`config.mk`:
```
export PLATFORM = sky130hd
export DESIGN_NAME = tbit_poller
export DESIGN_NICKNAME = d
export VERILOG_FILES = /design/src/rtl/tbit_pkg.sv /design/src/rtl/tbit_bus_port.sv /design/src/rtl/tbit_pair_ctr.sv /design/src/rtl/tbit_ctrl.sv /design/src/rtl/tbit_poller.sv
export SDC_FILE = /design/constraint.sdc
export NUM_CORES = 1
export LEC_CHECK = 0
export BUFFER_PORTS_ARGS = -buffer_cell sky130_fd_sc_hd__buf_2
export CORE_ASPECT_RATIO = 1.4
export CORE_MARGIN = 2
export CORE_UTILIZATION = 44
export DETAILED_ROUTE_END_ITERATION = 7
export HOLD_SLACK_MARGIN = 0.08
export PLACE_DENSITY = 0.75
export SKIP_CTS_REPAIR_TIMING = 1
export SLEW_MARGIN = 20
export SYNTH_ARGS = -nofsm -noshare
export SYNTH_HDL_FRONTEND = slang
export SYNTH_SLANG_ARGS = --single-unit
export TNS_END_PERCENT = 50
```
`constraint.sdc`:
```
create_clock -name clk -period 2.03 [get_ports clk]
set_input_delay 0.3045 -clock clk [delete_from_list [all_inputs] [get_ports clk]]
set_output_delay 0.3045 -clock clk [all_outputs]
set_load 0.01 [all_outputs]
```
`src/rtl/tbit_pkg.sv`:
```
package tbit_pkg;

    typedef logic [7:0] stat_t;

    localparam int    TGL_POS = 6;       // toggling status bit
    localparam int    LIM_POS = 5;       // device time-limit bit
    localparam stat_t RST_CMD = 8'hF0;   // reset command byte

    typedef enum logic [1:0] {
        ST_IDLE,
        ST_RD1,
        ST_RD2,
        ST_WR
    } st_e;

    typedef struct packed {
        st_e  st;
        logic t0;          // toggle bit from first read of the pair
        logic recheck;     // extra pair after time-limit bit seen
        logic abort_pend;
        logic done;
        logic pass;
        logic fail;
        logic htmo;
    } ctrl_s;

endpackage

```
`src/rtl/tbit_bus_port.sv`:
```
module tbit_bus_port
    import tbit_pkg::*;
#(
    parameter int AW = 16
) (
    input  logic          clk,
    input  logic          rst_n,
    input  logic          issue,
    input  logic          issue_we,
    input  logic [AW-1:0] issue_addr,
    input  stat_t         issue_wdata,
    input  logic          bus_ack,
    output logic          bus_req,
    output logic          bus_we,
    output logic [AW-1:0] bus_addr,
    output stat_t         bus_wdata,
    output logic          cpl
);

    typedef struct packed {
        logic          req;
        logic          we;
        logic [AW-1:0] addr;
        stat_t         wdata;
    } port_s;

    port_s q, d;

    assign cpl = q.req & bus_ack;

    always_comb begin
        d = q;
        if (cpl) begin
            d.req = 1'b0;
        end
        if (issue) begin
            d.req   = 1'b1;
            d.we    = issue_we;
            d.addr  = issue_addr;
            d.wdata = issue_wdata;
        end
    end

    always_ff @(posedge clk) begin
        if (!rst_n) begin
            q <= '0;
        end else begin
            q <= d;
        end
    end

    assign bus_req   = q.req;
    assign bus_we    = q.we;
    assign bus_addr  = q.addr;
    assign bus_wdata = q.wdata;

    // open request is held steady until acknowledged
    a_r2_hold: assert property (@(posedge clk) disable iff (!rst_n)
        (bus_req && !bus_ack) |=> (bus_req && $stable(bus_we) && $stable(bus_addr) && $stable(bus_wdata)));

    // a new transaction is only launched when none is open
    a_r2_single: assert property (@(posedge clk) disable iff (!rst_n)
        issue |-> (!bus_req || bus_ack));

endmodule

```
`src/rtl/tbit_pair_ctr.sv`:
```
module tbit_pair_ctr #(
    parameter int MAX_PAIRS = 64
) (
    input  logic clk,
    input  logic rst_n,
    input  logic clr,
    input  logic inc,
    output logic last
);

    localparam int CW = $clog2(MAX_PAIRS + 1);

    logic [CW-1:0] cnt_q, cnt_d;

    always_comb begin
        cnt_d = cnt_q;
        if (clr) begin
            cnt_d = '0;
        end else if (inc) begin
            cnt_d = cnt_q + 1'b1;
        end
    end

    always_ff @(posedge clk) begin
        if (!rst_n) begin
            cnt_q <= '0;
        end else begin
            cnt_q <= cnt_d;
        end
    end

    assign last = (cnt_q == CW'(MAX_PAIRS - 1));

    // the pair count never steps past the host limit
    a_r7_bound: assert property (@(posedge clk) disable iff (!rst_n)
        inc |-> !last);

endmodule

```
`src/rtl/tbit_ctrl.sv`:
```
module tbit_ctrl
    import tbit_pkg::*;
(
    input  logic  clk,
    input  logic  rst_n,
    input  logic  start,
    input  logic  abort,
    input  stat_t rd_data,
    input  logic  cpl,
    input  logic  last,
    output logic  issue,
    output logic  issue_we,
    output stat_t issue_wdata,
    output logic  cnt_clr,
    output logic  cnt_inc,
    output logic  busy,
    output logic  done,
    output logic  pass,
    output logic  fail,
    output logic  htmo
);

    ctrl_s q, d;
    logic  abort_now;
    logic  same;

    assign abort_now   = q.abort_pend | abort;
    assign same        = (rd_data[TGL_POS] == q.t0);
    assign issue_wdata = RST_CMD;

    always_comb begin
        d        = q;
        d.done   = 1'b0;
        d.pass   = 1'b0;
        d.fail   = 1'b0;
        d.htmo   = 1'b0;
        issue    = 1'b0;
        issue_we = 1'b0;
        cnt_clr  = 1'b0;
        cnt_inc  = 1'b0;
        unique case (q.st)
            ST_IDLE: begin
                d.abort_pend = 1'b0;
                if (start) begin
                    d.st      = ST_RD1;
                    d.recheck = 1'b0;
                    issue     = 1'b1;
                    cnt_clr   = 1'b1;
                end
            end
            ST_RD1, ST_RD2: begin
                if (abort) d.abort_pend = 1'b1;
                if (cpl) begin
                    if (abort_now) begin
                        d.st         = ST_IDLE;
                        d.abort_pend = 1'b0;
                    end else if (q.st == ST_RD1) begin
                        d.t0  = rd_data[TGL_POS];
                        d.st  = ST_RD2;
                        issue = 1'b1;
                    end else if (same) begin
                        d.st   = ST_IDLE;
                        d.done = 1'b1;
                        d.pass = 1'b1;
                    end else if (q.recheck) begin
                        d.st     = ST_WR;
                        issue    = 1'b1;
                        issue_we = 1'b1;
                    end else if (rd_data[LIM_POS]) begin
                        d.recheck = 1'b1;
                        d.st      = ST_RD1;
                        issue     = 1'b1;
                    end else if (last) begin
                        d.st   = ST_IDLE;
                        d.done = 1'b1;
                        d.htmo = 1'b1;
                    end else begin
                        cnt_inc = 1'b1;
                        d.st    = ST_RD1;
                        issue   = 1'b1;
                    end
                end
            end
            ST_WR: begin
                if (cpl) begin
                    d.st   = ST_IDLE;
                    d.done = 1'b1;
                    d.fail = 1'b1;
                end
            end
            default: d.st = ST_IDLE;
        endcase
    end

    always_ff @(posedge clk) begin
        if (!rst_n) begin
            q <= '{st: ST_IDLE, default: '0};
        end else begin
            q <= d;
        end
    end

    assign busy = (q.st != ST_IDLE);
    assign done = q.done;
    assign pass = q.pass;
    assign fail = q.fail;
    assign htmo = q.htmo;

    // one result flag with each done, none otherwise
    a_r10_one_flag: assert property (@(posedge clk) disable iff (!rst_n)
        done |-> ($countones({pass, fail, htmo}) == 1));
    a_r10_quiet: assert property (@(posedge clk) disable iff (!rst_n)
        !done |-> !(pass || fail || htmo));

    // failure is only reported after the reset write completes
    a_r6_fail_after_wr: assert property (@(posedge clk) disable iff (!rst_n)
        (q.st == ST_WR && cpl) |=> (done && fail));

    // an abort closes the read without a result
    a_r8_abort_quiet: assert property (@(posedge clk) disable iff (!rst_n)
        ((q.st == ST_RD1 || q.st == ST_RD2) && cpl && abort_now) |=> (!done && !busy));

endmodule

```
`src/rtl/tbit_poller.sv`:
```
module tbit_poller
    import tbit_pkg::*;
#(
    parameter int AW        = 16,
    parameter int MAX_PAIRS = 64
) (
    input  logic          clk,
    input  logic          rst_n,
    input  logic          start,
    input  logic          abort,
    input  logic [AW-1:0] stat_addr,
    output logic          bus_req,
    output logic          bus_we,
    output logic [AW-1:0] bus_addr,
    output logic [7:0]    bus_wdata,
    input  logic          bus_ack,
    input  logic [7:0]    bus_rdata,
    output logic          busy,
    output logic          done,
    output logic          pass,
    output logic          fail,
    output logic          host_tmo
);

    logic  issue, issue_we, cpl, last, cnt_clr, cnt_inc;
    stat_t issue_wdata;

    tbit_ctrl u_ctrl (
        .clk         (clk),
        .rst_n       (rst_n),
        .start       (start),
        .abort       (abort),
        .rd_data     (bus_rdata),
        .cpl         (cpl),
        .last        (last),
        .issue       (issue),
        .issue_we    (issue_we),
        .issue_wdata (issue_wdata),
        .cnt_clr     (cnt_clr),
        .cnt_inc     (cnt_inc),
        .busy        (busy),
        .done        (done),
        .pass        (pass),
        .fail        (fail),
        .htmo        (host_tmo)
    );

    tbit_bus_port #(.AW(AW)) u_port (
        .clk         (clk),
        .rst_n       (rst_n),
        .issue       (issue),
        .issue_we    (issue_we),
        .issue_addr  (stat_addr),
        .issue_wdata (issue_wdata),
        .bus_ack     (bus_ack),
        .bus_req     (bus_req),
        .bus_we      (bus_we),
        .bus_addr    (bus_addr),
        .bus_wdata   (bus_wdata),
        .cpl         (cpl)
    );

    tbit_pair_ctr #(.MAX_PAIRS(MAX_PAIRS)) u_pairs (
        .clk   (clk),
        .rst_n (rst_n),
        .clr   (cnt_clr),
        .inc   (cnt_inc),
        .last  (last)
    );

endmodule

```
# After elaboration in Yosys (flattened, before gate mapping)
# Index checks and enable logic that the tools add are counted.
[word_totals]
output_inout_bits = 31
reg_bits = 35
word_cells = 97
in_bits = 29
[op_classes]
muxes = 54
eq_ne = 11
reduce_logical = 12
add_sub_neg = 1
n_bitwise = 6
[ops]
columns = ["op", "count"]
rows = [
  ["1-bit two-way mux", 39],
  ["26-bit two-way mux", 1],
  ["2-bit two-way mux", 9],
  ["2-bit inequality test (second input constant)", 6],
  ["7-bit by 1-bit adder with 7-bit output (second input constant)", 1],
  ["7-bit by 6-bit equality test with 1-bit output (second input constant)", 1],
  ["7-bit two-way mux", 1],
  ["2-bit one-hot mux with 3 select lines", 1],
  ["6-bit AND reduction", 1],
  ["2-bit nonzero test", 3],
  ["6-bit OR reduction", 1],
  ["5-bit OR reduction", 1],
  ["2-bit equality test (second input constant)", 2],
  ["1-bit inverter", 4],
  ["1-bit one-hot mux with 2 select lines", 2],
  ["2-bit one-hot mux with 2 select lines", 1],
  ["4-bit AND reduction", 1],
  ["2-bit OR reduction", 2],
  ["3-bit AND reduction", 1],
  ["2-bit by 1-bit equality test with 1-bit output (second input constant)", 1],
  ["2-bit zero test", 1],
  ["2-bit AND reduction", 1],
  ["1-bit AND", 1],
  ["1-bit equality test", 1],
  ["1-bit bitwise OR", 1],
]

# Logic depth before layout (Yosys ltp)
[logic_depth]
depth_word = 10
depth_mapped = 8
mapped_depth_nobuf = 6

# Modules after synthesis
# Synthesis repeated with hierarchy kept, for this count alone.
[unflattened]
cells_unflattened = 184
hier_area_um2 = 1899.3
[by_module_without_submodules]
columns = ["mod", "seq_area_each_um2", "area_each_um2", "cells_per_inst", "instances"]
rows = [
  ["tbit_bus_port", 520.5, 1006.0, 84, 1],
  ["tbit_ctrl", 180.2, 586.8, 67, 1],
  ["tbit_pair_ctr", 140.1, 306.5, 33, 1],
]

# Worst setup path before layout
# No wires, ideal clock.
[synth_path]
path_type = "reg2reg"
start = "register u_ctrl.q[7] in the netlist's numbering"
end = "register u_port.q (netlist bit u_port.bus_addr[10])"
t_arrival_ps = 1960
stages_incl_launch_ff = 9
path_slack_ps = -2
required_time_ps = 1958
period_less_slack_ps = 2032
n_path_buf = 2
setup_ps = 72
cell_sequence = "dfxtp_1 > inv_1 > ha_1 > nand2b_1 > or3_1 > a221oi_2 > buf_6 > buf_12 > mux2i_1"
[synth_between]
elab_chain_len = 5
word_cells_on_any_way = 8
classes_between = "eq/ne: 2; mux: 4; reduce/logical: 2"
[synth_lines]
columns = ["element", "line_no", "rtl"]
rows = [
  ["from (decl)", "tbit_ctrl.sv:23", "ctrl_s q, d;"],
  ["from (signal assigned)", "tbit_ctrl.sv:97", "q <= '{st: ST_IDLE, default: '0};"],
  ["from (signal assigned)", "tbit_ctrl.sv:99", "q <= d;"],
  ["2-bit by 1-bit equality test with 1-bit output", "tbit_ctrl.sv:41, tbit_ctrl.sv:57", ""],
  ["1-bit two-way mux", "tbit_ctrl.sv:57", "end else if (q.st == ST_RD1) begin"],
  ["1-bit two-way mux", "tbit_ctrl.sv:54", "if (abort_now) begin"],
  ["1-bit two-way mux", "tbit_ctrl.sv:53", "if (cpl) begin"],
  ["1-bit one-hot mux with 2 select lines (*)", "tbit_ctrl.sv:41", "unique case (q.st)"],
  ["to (signal assigned)", "tbit_bus_port.sv:46", "q <= '0;"],
  ["to (signal assigned)", "tbit_bus_port.sv:48", "q <= d;"],
  ["to (decl)", "tbit_bus_port.sv:27", "port_s q, d;"],
]
# Mark *: on every way between the ends. The rest lies on a longest branch, timed or not.
# A chain may end at the register's enable or synchronous reset.

# Worst setup path in the final report
[layout_path]
start = "register u_ctrl.q[7] in the netlist's numbering"
end = "register u_port.q (netlist bit u_port.bus_addr[8])"
# Same word-level chain as after synthesis.

==> impl_metrics.json <==
{
  "die_w_um": 56.3,
  "yosys_warnings": 0,
  "start_kind": "register",
  "crit_required_ns": 2.25,
  "whs_path_depth": 3,
  "fin_skew_ns": 0.00509,
  "rr_endpoint": "u_port.bus_addr[8]$_SDFFE_PN0P_",
  "cts_sinks": 35,
  "cp_top_family": "simple AND/OR/NAND/NOR gates",
  "cp_cell_sequence": "inv_2, ha_4, nand2b_4, or3_4, a221oi_4, buf_6, mux2i_1",
  "crit_type": "reg2reg",
  "ys.flop_type": "dfxtp_1",
  "die_h_um": 77.3,
  "grt_max_degree": 29,
  "grt-ovfl-total": 0,
  "crit_arrival_ns": 2.18,
  "port_buffers": 49,
  "grt_pass1_vias": 1376,
  "syn_inst": 185,
  "cts-root-buf": "clkbuf_8",
  "fin_area_mm2": 0.00214,
  "rsz0062_at_grt": "true",
  "drc": 0,
  "placed_cells_incl_taps": 273,
  "cap_violations": 0,
  "viasPerCell": 5.10,
  "final_common_cell": "buf_2",
  "antenna_found_initial": 0,
  "cts_buffer_depth": 2,
  "worst_slack_ns": 0.0645,
  "setup_violations": 0,
  "num_vias": 1448,
  "dr.first_iter.drc_count": 44,
  "slowest_delay_ns": 0.41,
  "min_period_ns": 1.97,
  "wl_um": 3320,
  "grt_pass1_wl_um": 5530,
  "leakagePower_nw": 0.959,
  "critPathCaptureType": "register",
  "diodes": 0,
  "critPathSlowestCell": "or3_4",
  "synth_top_area_share_pct": 41.5,
  "fp.coreArea_mm2": 0.00368,
  "power_density_mw_per_mm2": 744,
  "outcome": "complete, no violations",
  "clk_latency_ns": 0.29,
  "finalNetCount": 276,
  "holdCritPathClass": "in2reg",
  "track_usage_pct": 15.7,
  "reg2reg_from": "u_ctrl.q[7]$_SDFFE_PN0P_",
  "start_util_pct": 45.9,
  "syn_avg_cell_area_um2": 9.12,
  "ff2ff_setup_slack_ns": 0.06,
  "cts_made_buffers": 5,
  "final_util_pct": 58.1,
  "gp_congestion": 0.846,
  "async_reset_ff_share_pct": 0,
  "clkTransAtPathRegs_ns": 0.07,
  "min_to": "u_port.bus_addr[10]$_SDFFE_PN0P_",
  "ctsHtreeMaxLevel": 2,
  "area_delta_synth_final_pct": 26.5,
  "first_pass_iters": 4,
  "synth_top_cell_by_area": "dfxtp_1",
  "ys_seq_area_share_pct": 41.5,
  "vdd_drop_max_uv": 572,
  "ys_top_cells_by_area": "dfxtp_1 42%, mux2i_1 11%, nand2_1 8.7%, ha_1 4.4%, a21oi_1 3.3%",
  "pin_count": 60,
  "final_cells": 284,
  "layout-drive-gt1-share_pct": 34.3,
  "syn_area_mm2": 0.00169,
  "crit_path_max_fanout": 8,
  "place_ws_ns": -0.0322,
  "fmax_mhz": 509,
  "slew_violations": 0,
  "fin_crit_sh_pct": 96.8,
  "n_fill_cell": 342,
  "rows": 26,
  "wl_per_cell_um": 11.7,
  "yosysUniqueCellTypes": 40,
  "reg2regPathDepth": 7,
  "finalHoldViolations": 0,
  "placed_cell_area_mm2": 0.00199,
  "ant_nets": 0,
  "dpl.hpwl_um": 2540,
  "worstPathBufferInverterCount": 2,
  "final_cell_mix": "49 x buf_2, 39 x nand2_1, 33 x dfxtp_1",
  "hold_start": "stat_addr[10]",
  "synth-seq-cells": 35,
  "cts_tree": "built",
  "die-area_mm2": 0.00435,
  "synth_edf_count": 0,
  "power_mw": 1.59
}
[power breakdown]
| part | total (mW) | switching [mW] | internal (mW) |
|---|---|---|---|
| clock network | 0.478 | 0.238 | 0.240 |
| logic | 0.356 | 0.181 | 0.175 |
| registers | 0.754 | 0.0241 | 0.730 |
[cell type report]
class	instances	area (µm²)	share of cell area (%)
clock buffers	7	76.3	3.57
multi-input cells	130	913	42.8
repair buffers	62	359	16.8
clock inverters	1	5.00	0.234
inverters	7	26.3	1.23
well taps	42	52.6	2.46
flip-flops and latches	35	703	32.9
[metal layers]
metal  up-vias  track usage (%)  routed length [µm]
li1        738                -                   -
met1       658             16.0                1330
met2        44             28.2                1720
met3         8             4.72                 189
met4         0             8.10                  75
met5         -                0                   0
[worst register-to-register path: cells and delay by family, from the launching register on]
kind,cells,cell delay (ns)
compound gates,1,0.35
mux,1,0.19
buf+inv,2,0.24
flops,1,0.34
simple gates,2,0.47
fa+ha+maj,1,0.30
[cell families (layout without fill, tap and decap cells)]
logic type / count (synthesis) / count (layout) / synth area share, %
and+or+nand+nor: 74 / 74 / 22.4
adders and majority gates: 6 / 6 / 4.45
other: 1 / 4 / 0.222
xor gates and xnor gates: 1 / 1 / 0.964
AOI/OAI and AO/OA: 27 / 27 / 11.2
muxes: 18 / 18 / 10.7
DFF: 35 / 35 / 41.5
buffers and inverters: 23 / 77 / 8.60
[Yosys cell counts, drive strengths merged (4+ instances only)]
library cell,number
nand2,39
dfxtp,35
o31ai,4
buf,11
mux2i,18
a21oi,11
nor2,6
inv,7
clkbuf,5
nand3,6
ha,6
[sequential cells by signal, indices dropped and copies added (netlist names)]
signal            cells
u_port.bus_req        1
u_port.bus_we         1
u_port.bus_wdata      1
u_port.bus_addr      16
u_pairs.cnt_q         7
u_ctrl.htmo           1
u_ctrl.fail           1
u_ctrl.pass           1
u_ctrl.done           1
u_ctrl.q              5
[worst max-delay path by stage]
stage,from,endpoint,slack [ns],cells after the start
after floorplan,u_ctrl.q[7]$_SDFFE_PN0P_,u_port.bus_addr[10]$_SDFFE_PN0P_,0.04,8
after global placement,u_ctrl.q[7]$_SDFFE_PN0P_,u_port.bus_addr[9]$_SDFFE_PN0P_,0.005,7
after detailed placement,u_ctrl.q[7]$_SDFFE_PN0P_,u_port.bus_addr[8]$_SDFFE_PN0P_,-0.03,7
after CTS,u_ctrl.q[7]$_SDFFE_PN0P_,u_port.bus_addr[7]$_SDFFE_PN0P_,-0.05,7
after global routing,u_ctrl.q[7]$_SDFFE_PN0P_,u_port.bus_addr[12]$_SDFFE_PN0P_,-0.04,7
final,u_ctrl.q[7]$_SDFFE_PN0P_,u_port.bus_addr[8]$_SDFFE_PN0P_,0.06,7
[through the flow]
step	setup TNS (ns)	hold WS, ns
floorplan	0	0.446
global placement	0	0.439
detailed placement	-0.113	0.445
CTS	-0.224	0.250
global route	-0.159	0.262
finish	0	0.254
(Power assumes the default switching activity.)
